## config.mk

```make
export PLATFORM = sky130hd
export DESIGN_NAME = ret_stack_reg
export DESIGN_NICKNAME = d
export VERILOG_FILES = /design/src/rtl/ret_stack_pkg.sv /design/src/rtl/ret_stack_mem.sv /design/src/rtl/ret_stack_ctrl.sv /design/src/rtl/ret_stack_reg.sv
export SDC_FILE = /design/constraint.sdc
export NUM_CORES = 1
export LEC_CHECK = 0
export CAP_MARGIN = 40
export CORE_MARGIN = 4
export CORE_UTILIZATION = 30
export DETAILED_ROUTE_END_ITERATION = 7
export DONT_BUFFER_PORTS = 1
export PLACE_DENSITY = 0.53
export SLEW_MARGIN = 5
export SYNTH_ARGS = -nofsm -noshare
export SYNTH_HDL_FRONTEND = slang
export SYNTH_SLANG_ARGS = --single-unit
```

## constraint.sdc

```tcl
create_clock -name clk -period 4.1 [get_ports clk]
set_clock_uncertainty 0.1 [all_clocks]
set_input_delay 0.41 -clock clk [delete_from_list [all_inputs] [get_ports clk]]
set_output_delay 0.41 -clock clk [all_outputs]
set_load 0.02 [all_outputs]
```

## src/rtl/ret_stack_pkg.sv

```systemverilog
package ret_stack_pkg;
  typedef enum logic [1:0] {
    LVL_EMPTY = 2'd0,
    LVL_PART  = 2'd1,
    LVL_FULL  = 2'd2
  } fill_lvl_e;
endpackage

```

## src/rtl/ret_stack_mem.sv

```systemverilog
// Entry storage: one synchronous write port, one asynchronous read port.
module ret_stack_mem #(
  parameter int WIDTH = 32,
  parameter int DEPTH = 8,
  parameter int PTR_W = $clog2(DEPTH)
) (
  input  logic             clk,
  input  logic             we,
  input  logic [PTR_W-1:0] waddr,
  input  logic [WIDTH-1:0] wdata,
  input  logic [PTR_W-1:0] raddr,
  output logic [WIDTH-1:0] rdata
);
  logic [WIDTH-1:0] store [DEPTH];

  always_ff @(posedge clk) begin
    if (we) store[waddr] <= wdata;
  end

  assign rdata = store[raddr];
endmodule

```

## src/rtl/ret_stack_ctrl.sv

```systemverilog
// Depth tracking, error decisions, fill level and sticky error.
module ret_stack_ctrl
  import ret_stack_pkg::*;
#(
  parameter int DEPTH = 8,
  parameter int PTR_W = $clog2(DEPTH),
  parameter int CNT_W = $clog2(DEPTH + 1)
) (
  input  logic             clk,
  input  logic             rst,
  input  logic             pop_a,
  input  logic             pop_b,
  input  logic             push,
  output logic             mem_we,
  output logic [PTR_W-1:0] mem_waddr,
  output logic [PTR_W-1:0] mem_raddr,
  output logic             is_empty,
  output logic             uflow,
  output logic             oflow,
  output fill_lvl_e        level,
  output logic             err_sticky
);
  localparam logic [CNT_W-1:0] CNT_MAX = CNT_W'(DEPTH);
  localparam logic [CNT_W-1:0] CNT_ONE = CNT_W'(1);

  logic [CNT_W-1:0] cnt_q, cnt_d;
  logic [PTR_W-1:0] top_idx;
  fill_lvl_e        level_q;
  logic             err_q;
  logic             pop, is_full, any_err;

  assign pop      = pop_a | pop_b;
  assign is_empty = (cnt_q == '0);
  assign is_full  = (cnt_q == CNT_MAX);
  assign top_idx  = PTR_W'(cnt_q - CNT_ONE);

  assign uflow   = pop & is_empty;
  assign oflow   = push & ~pop & is_full;
  assign any_err = uflow | oflow;

  assign mem_raddr = top_idx;

  always_comb begin
    cnt_d     = cnt_q;
    mem_we    = 1'b0;
    mem_waddr = PTR_W'(cnt_q);
    if (!any_err) begin
      if (pop && push) begin
        mem_we    = 1'b1;
        mem_waddr = top_idx;
      end else if (push) begin
        mem_we = 1'b1;
        cnt_d  = cnt_q + CNT_ONE;
      end else if (pop) begin
        cnt_d = cnt_q - CNT_ONE;
      end
    end
  end

  function automatic fill_lvl_e lvl_of(input logic [CNT_W-1:0] c);
    if (c == '0)          return LVL_EMPTY;
    else if (c == CNT_MAX) return LVL_FULL;
    else                  return LVL_PART;
  endfunction

  always_ff @(posedge clk) begin
    if (rst) begin
      cnt_q   <= '0;
      level_q <= LVL_EMPTY;
      err_q   <= 1'b0;
    end else begin
      cnt_q   <= cnt_d;
      level_q <= lvl_of(cnt_d);
      err_q   <= err_q | any_err;
    end
  end

  assign level      = level_q;
  assign err_sticky = err_q;


  depth_bound_chk: assert property (@(posedge clk) disable iff (rst)
    cnt_q <= CNT_MAX);


  level_full_chk: assert property (@(posedge clk) disable iff (rst)
    (level_q == LVL_FULL) == (cnt_q == CNT_MAX));


  replace_depth_chk: assert property (@(posedge clk) disable iff (rst)
    (pop && push && !is_empty) |=> $stable(cnt_q));


  err_hold_chk: assert property (@(posedge clk) disable iff (rst)
    (uflow || oflow) |=> $stable(cnt_q));


  sticky_hold_chk: assert property (@(posedge clk) disable iff (rst)
    err_q |=> err_q);


  no_dual_err_chk: assert property (@(posedge clk) disable iff (rst)
    !(uflow && oflow));
endmodule

```

## src/rtl/ret_stack_reg.sv

```systemverilog
module ret_stack_reg
  import ret_stack_pkg::*;
#(
  parameter int WIDTH = 32,
  parameter int DEPTH = 8
) (
  input  logic             clk,
  input  logic             rst,
  input  logic             src_a_rd,
  input  logic             src_b_rd,
  input  logic             dst_wr,
  input  logic [WIDTH-1:0] wr_data,
  output logic [WIDTH-1:0] rd_data,
  output logic [1:0]       fill_level,
  output logic             underflow,
  output logic             overflow,
  output logic             err_sticky
);
  localparam int PTR_W = (DEPTH > 1) ? $clog2(DEPTH) : 1;
  localparam int CNT_W = $clog2(DEPTH + 1);

  logic             mem_we, empty;
  logic [PTR_W-1:0] mem_waddr, mem_raddr;
  logic [WIDTH-1:0] mem_rdata;
  fill_lvl_e        level;

  ret_stack_ctrl #(.DEPTH(DEPTH), .PTR_W(PTR_W), .CNT_W(CNT_W)) u_ctrl (
    .clk        (clk),
    .rst        (rst),
    .pop_a      (src_a_rd),
    .pop_b      (src_b_rd),
    .push       (dst_wr),
    .mem_we     (mem_we),
    .mem_waddr  (mem_waddr),
    .mem_raddr  (mem_raddr),
    .is_empty   (empty),
    .uflow      (underflow),
    .oflow      (overflow),
    .level      (level),
    .err_sticky (err_sticky)
  );

  ret_stack_mem #(.WIDTH(WIDTH), .DEPTH(DEPTH), .PTR_W(PTR_W)) u_mem (
    .clk   (clk),
    .we    (mem_we),
    .waddr (mem_waddr),
    .wdata (wr_data),
    .raddr (mem_raddr),
    .rdata (mem_rdata)
  );

  assign rd_data    = empty ? '0 : mem_rdata;
  assign fill_level = level;


  empty_zero_chk: assert property (@(posedge clk) disable iff (rst)
    (fill_level == 2'd0) |-> (rd_data == '0));
endmodule

```

**Yosys cells after proc, flatten, opt, wreduce, memory -nomap -nowiden**

Memory sizes are Yosys's and may differ from the RTL's.
Index checks and enable logic that the tools add are counted.

- Memory bits (writable): 256
- Logic and storage cells: 32
- Output and inout bits: 37
- Memories kept: 1
- Register bits: 7

- Multiplexer cells: 13
- Add/sub/neg operators: 2
- Bitwise operators: 7
- Reduce and logical (&&, ||, !) cells: 4
- Eq/ne operators: 2

Memory list:

| name | words | bits a word | rd ports | clocked after memory_dff | write ports | RTL line | text |
|---|---|---|---|---|---|---|---|
| u_mem.store | 8 | 32 | 1 | 0 | 1 | ret_stack_mem.sv:14 | `logic [WIDTH-1:0] store [DEPTH];` |

Operators by type and width:

| cell | number |
|---|---|
| two-way mux 32 bit | 1 |
| two-way mux 4 bit | 4 |
| equality test 4 bit (second input constant) | 2 |
| logical NOT 4 bit | 2 |
| two-way mux 3 bit | 2 |
| two-way mux 1 bit | 5 |
| adder 4 x 1 -> 4 bit (second input constant) | 1 |
| subtractor 4 x 1 -> 4 bit (second input constant) | 1 |
| bitwise AND 1 bit | 3 |
| bitwise OR 1 bit | 3 |
| two-way mux 2 bit | 1 |
| OR reduction 2 bit | 1 |
| logical AND 1 bit | 1 |
| NOT 1 bit | 1 |

**Logic depth before layout (Yosys ltp)**

- Depth after elaboration: 8
- Mapped depth: 11
- Mapped depth without buffers: 7

**Modules after synthesis**

A second synthesis with hierarchy kept.

- Cells, all modules: 492
- Area, all modules: 10642.7 µm²

Modules (own cells, without submodules):

| module | cells an instance | instances | area each (µm²) |
|---|---|---|---|
| ret_stack_mem | 383 | 1 | 9825.7 |
| ret_stack_ctrl | 74 | 1 | 594.3 |
| ret_stack_reg | 35 | 1 | 222.7 |

**Worst setup path before layout**

OpenSTA, ideal clock, no wires.

- Kind: reg2reg
- From: reg u_ctrl.cnt_q[0]
- To: mem u_mem.store[4][0] (enable)
- Path slack: 0.009 ns
- Required time: 3.575 ns
- Library setup time: 0.425 ns
- Arrival: 3.566 ns
- Buffers on the path: 5
- Stages on the path, launching flop included: 11
- Period minus slack after synthesis: 4.091 ns
- Cells stage by stage: dfxtp_1 > buf_2 > buf_2 > buf_4 > inv_1 > ha_1 > clkbuf_1 > clkbuf_1 > a2bb2oi_1 > o22ai_1 > nor2b_1

- Cells in the longest elaborated chain, start to end: 6
- Elaborated cells between the ends (all ways): 11
- Those cells by class: 1 x add/sub; 1 x eq/ne; 5 x mux; 3 x bitwise; 1 x reduce/logical

RTL lines:

| element | RTL line | text |
|---|---|---|
| start, declared | ret_stack_ctrl.sv:26 | `logic [CNT_W-1:0] cnt_q, cnt_d;` |
| start signal, assigned | ret_stack_ctrl.sv:72 | `cnt_q <= cnt_d;` |
| equality test 4 bit or logical NOT 4 bit (tied branches) | ret_stack_ctrl.sv:34, ret_stack_ctrl.sv:33 |  |
| bitwise AND 1 bit (on tied branches) | ret_stack_ctrl.sv:38, ret_stack_ctrl.sv:37 |  |
| bitwise OR 1 bit | ret_stack_ctrl.sv:39 | `assign any_err = uflow \| oflow;` |
| two-way mux 1 bit | ret_stack_ctrl.sv:47 | `if (!any_err) begin` |
| two-way mux 1 bit | ret_stack_mem.sv:17 | `if (we) store[waddr] <= wdata;` |
| two-way mux 1 bit (not written as such) | ret_stack_mem.sv:17 |  |
| end, declared | ret_stack_mem.sv:14 |  |

Several ways; a longest one is shown, not always the timed one.

**Worst setup path after layout**

- From: reg u_ctrl.cnt_q[1]
- To: out rd_data[31]

- Cells in the longest elaborated chain, start to end: 3
- Elaborated cells between the ends (all ways): 4
- Those cells by class: 1 x add/sub; 1 x mux; 1 x reduce/logical; 1 x memory

RTL lines:

| element | RTL line | text |
|---|---|---|
| subtractor 4 x 1 -> 4 bit | ret_stack_ctrl.sv:35 | `assign top_idx = PTR_W'(cnt_q - CNT_ONE);` |
| memory (8 x 32 bit) | -- |  |
| two-way mux 32 bit * | ret_stack_reg.sv:52 | `assign rd_data = empty ? '0 : mem_rdata;` |
| end, declared | ret_stack_reg.sv:13 | `output logic [WIDTH-1:0] rd_data,` |

Mark *: on every way between the ends. The rest lies on a longest branch, timed or not.

==> flow_metrics.tcl <==
set metrics [dict create \
    cts_buffers 27 \
    hold-worst-slack_ps 108 \
    drtIter0Drc 328 \
    synth_edf_count 256 \
    path_clk_slew_ps 60 \
    critPathMaxFanout 43 \
    grt_start_max_net_pins 70 \
    ios 74 \
    crit_slowest_cell "ha_4" \
    antenna_found_initial 2 \
    met3_usage 0.0285 \
    final_nets 632 \
    maxCapViolCount 0 \
    dpl_worst_slack_ps 832 \
    grt_pass1_wl_um 35000 \
    io_buffers 0 \
    cts_root_buf "clkbuf_16" \
    cts_buffer_depth 3 \
    clk_latency_ps 520 \
    dieWidth_um 194 \
    via_count 5168 \
    grt_use_met1 0.155 \
    max_slew_margin 0.455 \
    grt_usage 0.119 \
    finalCritPeriodShare 0.926 \
    finalSetupViolations 0 \
    power_leakage_nw 3.77 \
    ys_seq_area_frac 0.753 \
    rsz0062_at_grt "false" \
    synth_warnings 0 \
    ir_drop_v 0.000363 \
    gp_congestion 0.766 \
    drive_gt1_frac 0.224 \
    slowest_delay_ps 740 \
    syn_inst 545 \
    final_common_cell "edfxtp_1" \
    cts_tree "built" \
    tns_ps 0 \
    grt-busiest-layer "met2" \
    fin_area_um2 12200 \
    fin_ws_ps 305 \
    grt_pass1_vias 5550 \
    wire_per_inst_um 21.4 \
    ys_ff_latch 263 \
    cp.buffers_inverters 2 \
    path_cells "inv_1 -> ha_4 -> buf_4 -> mux4_2 -> nand2_1 -> a21oi_1" \
    postLayoutCoreUtil 0.361 \
    h-tree-depth 1 \
    synth_cell_types 44 \
    initial_core_util 0.307 \
    outcome "finished, final reports clean" \
    viasPerCell 4.89 \
    cp-end-kind "primary output" \
    wl_um 22600 \
    cp-start-kind "register" \
    postRouteAntennaNets 0 \
    slew_viol_final 0 \
    drt-pass1-iter-count 5 \
    rows 67 \
    drc_errors 0 \
    cp_top_family "adder cells" \
    grt_use_met2 0.206 \
    synth-main-ff-cell "edfxtp_1" \
    power_density_nw_per_um2 608 \
    crit_arrival_ps 3280 \
    dp_hpwl_um 13100 \
    tightest_slew_ps 818 \
    period_minus_slack_ps 3790 \
    die-area_um2 37700 \
    final-hold-violation-count 0 \
    instances_no_fill 1057 \
    final_cell_mix "edfxtp_1 (256), nand2_1 (68), mux4_2 (64)" \
    syn_to_final_growth_pct 17.7 \
    core-area_um2 33900 \
    synth_fp_nets 585 \
    place_area_um2 11100 \
    hp-class "input port to register" \
    avgSynthCellArea_um2 19.1 \
    cts_sinks 263 \
    grt_overflow 0 \
    die_h_um 194 \
    critical_path_required_ps 3590 \
    synth_area_um2 10400 \
    ys_async_sr_fraction 0 \
    fmax_mhz 264 \
    critPathKind "register to primary output" \
    dp.cells 978 \
    total_power_mw 7.43 \
]
final timing paths:
check,from,to,slack [ps],cells past startpoint
setup / recovery,u_ctrl.cnt_q[1]$_SDFF_PP0_,rd_data[31],310,6
hold / removal,src_a_rd,u_ctrl.err_sticky$_SDFF_PP0_,110,4
setup reg to reg,u_ctrl.cnt_q[1]$_SDFF_PP0_,u_mem.store[2][23]$_DFFE_PP_,950,8
hold reg to reg,u_ctrl.err_sticky$_SDFF_PP0_,u_ctrl.err_sticky$_SDFF_PP0_,520,2
flip-flops by register name, summed over array words and instances (netlist names):
register	flops
u_mem.store	256
u_ctrl.level	2
u_ctrl.err_sticky	1
u_ctrl.cnt_q	4
per-layer routing:
layer / wire length, µm / vias up / part of all wire
li1: - / 2268 / -
met1: 9700 / 2743 / 0.43
met2: 11400 / 120 / 0.50
met3: 1120 / 35 / 0.049
met4: 376 / 2 / 0.017
met5: 13 / - / 0.00057
logic make-up (layout without fill, tap and decap cells):
family / after synthesis / in the layout / share of synthesized area
buf+inv: 38 / 101 / 0.0155
other cells: 0 / 1 / 0
xor+xnor: 4 / 4 / 0.00337
flops: 263 / 263 / 0.753
simple gates: 113 / 113 / 0.0495
mux: 66 / 66 / 0.141
compound gates: 58 / 58 / 0.0340
fa+ha+maj: 3 / 3 / 0.00361
cells in the mapped netlist (all sizes together) (2+ instances only):
master | n | area [µm²]
edfxtp | 256 | 7690
nand2 | 68 | 255
mux4 | 64 | 1440
a21oi | 36 | 180
clkbuf | 18 | 67.6
nor2 | 15 | 56.3
buf | 13 | 67.6
dfxtp | 7 | 140
inv | 7 | 26.3
nor2b | 7 | 43.8
nor3 | 5 | 25.0
o21ai | 4 | 20.0
a2bb2oi | 3 | 26.3
ha | 3 | 37.5
nand2b | 3 | 18.8
nand3 | 3 | 15.0
o22ai | 3 | 25.0
xnor2 | 3 | 26.3
a32oi | 2 | 17.5
and2 | 2 | 12.5
nor3b | 2 | 20.0
nor4 | 2 | 18.8
o21ba | 2 | 20.0
or3 | 2 | 12.5
cell type report:
class                      count  area, µm²
fill                        3186      21600
sequential                   263       7830
multi-input combinational    244       2500
clock buffer                  30        687
tap                          448        561
timing repair buffer          49        463
clock inverter                15        155
inverter                       7       26.3
antenna                        1       2.50
power breakdown:
group / total (mW) / switching, mW / internal (mW) / leakage [nW]
combinational: 1.85 / 1.20 / 0.652 / 0.992
sequential: 3.24 / 0.0641 / 3.18 / 2.38
clock: 2.34 / 0.954 / 1.38 / 0.405
worst register-to-register path, delay by kind of cell, from the launching register on:
family | cells | cell delay, ps
buf+inv | 2 | 540
flops | 1 | 500
fa+ha+maj | 1 | 350
compound gates | 2 | 300
simple gates | 2 | 850
xor+xnor | 1 | 200
timing repair:
item	4_1_cts	5_1_grt
hold buffers	33	0
setup buffers	0	0
endpoints found under the hold margin	263	0
resized for setup	0	0
Power figures use the tool's default switching activity.
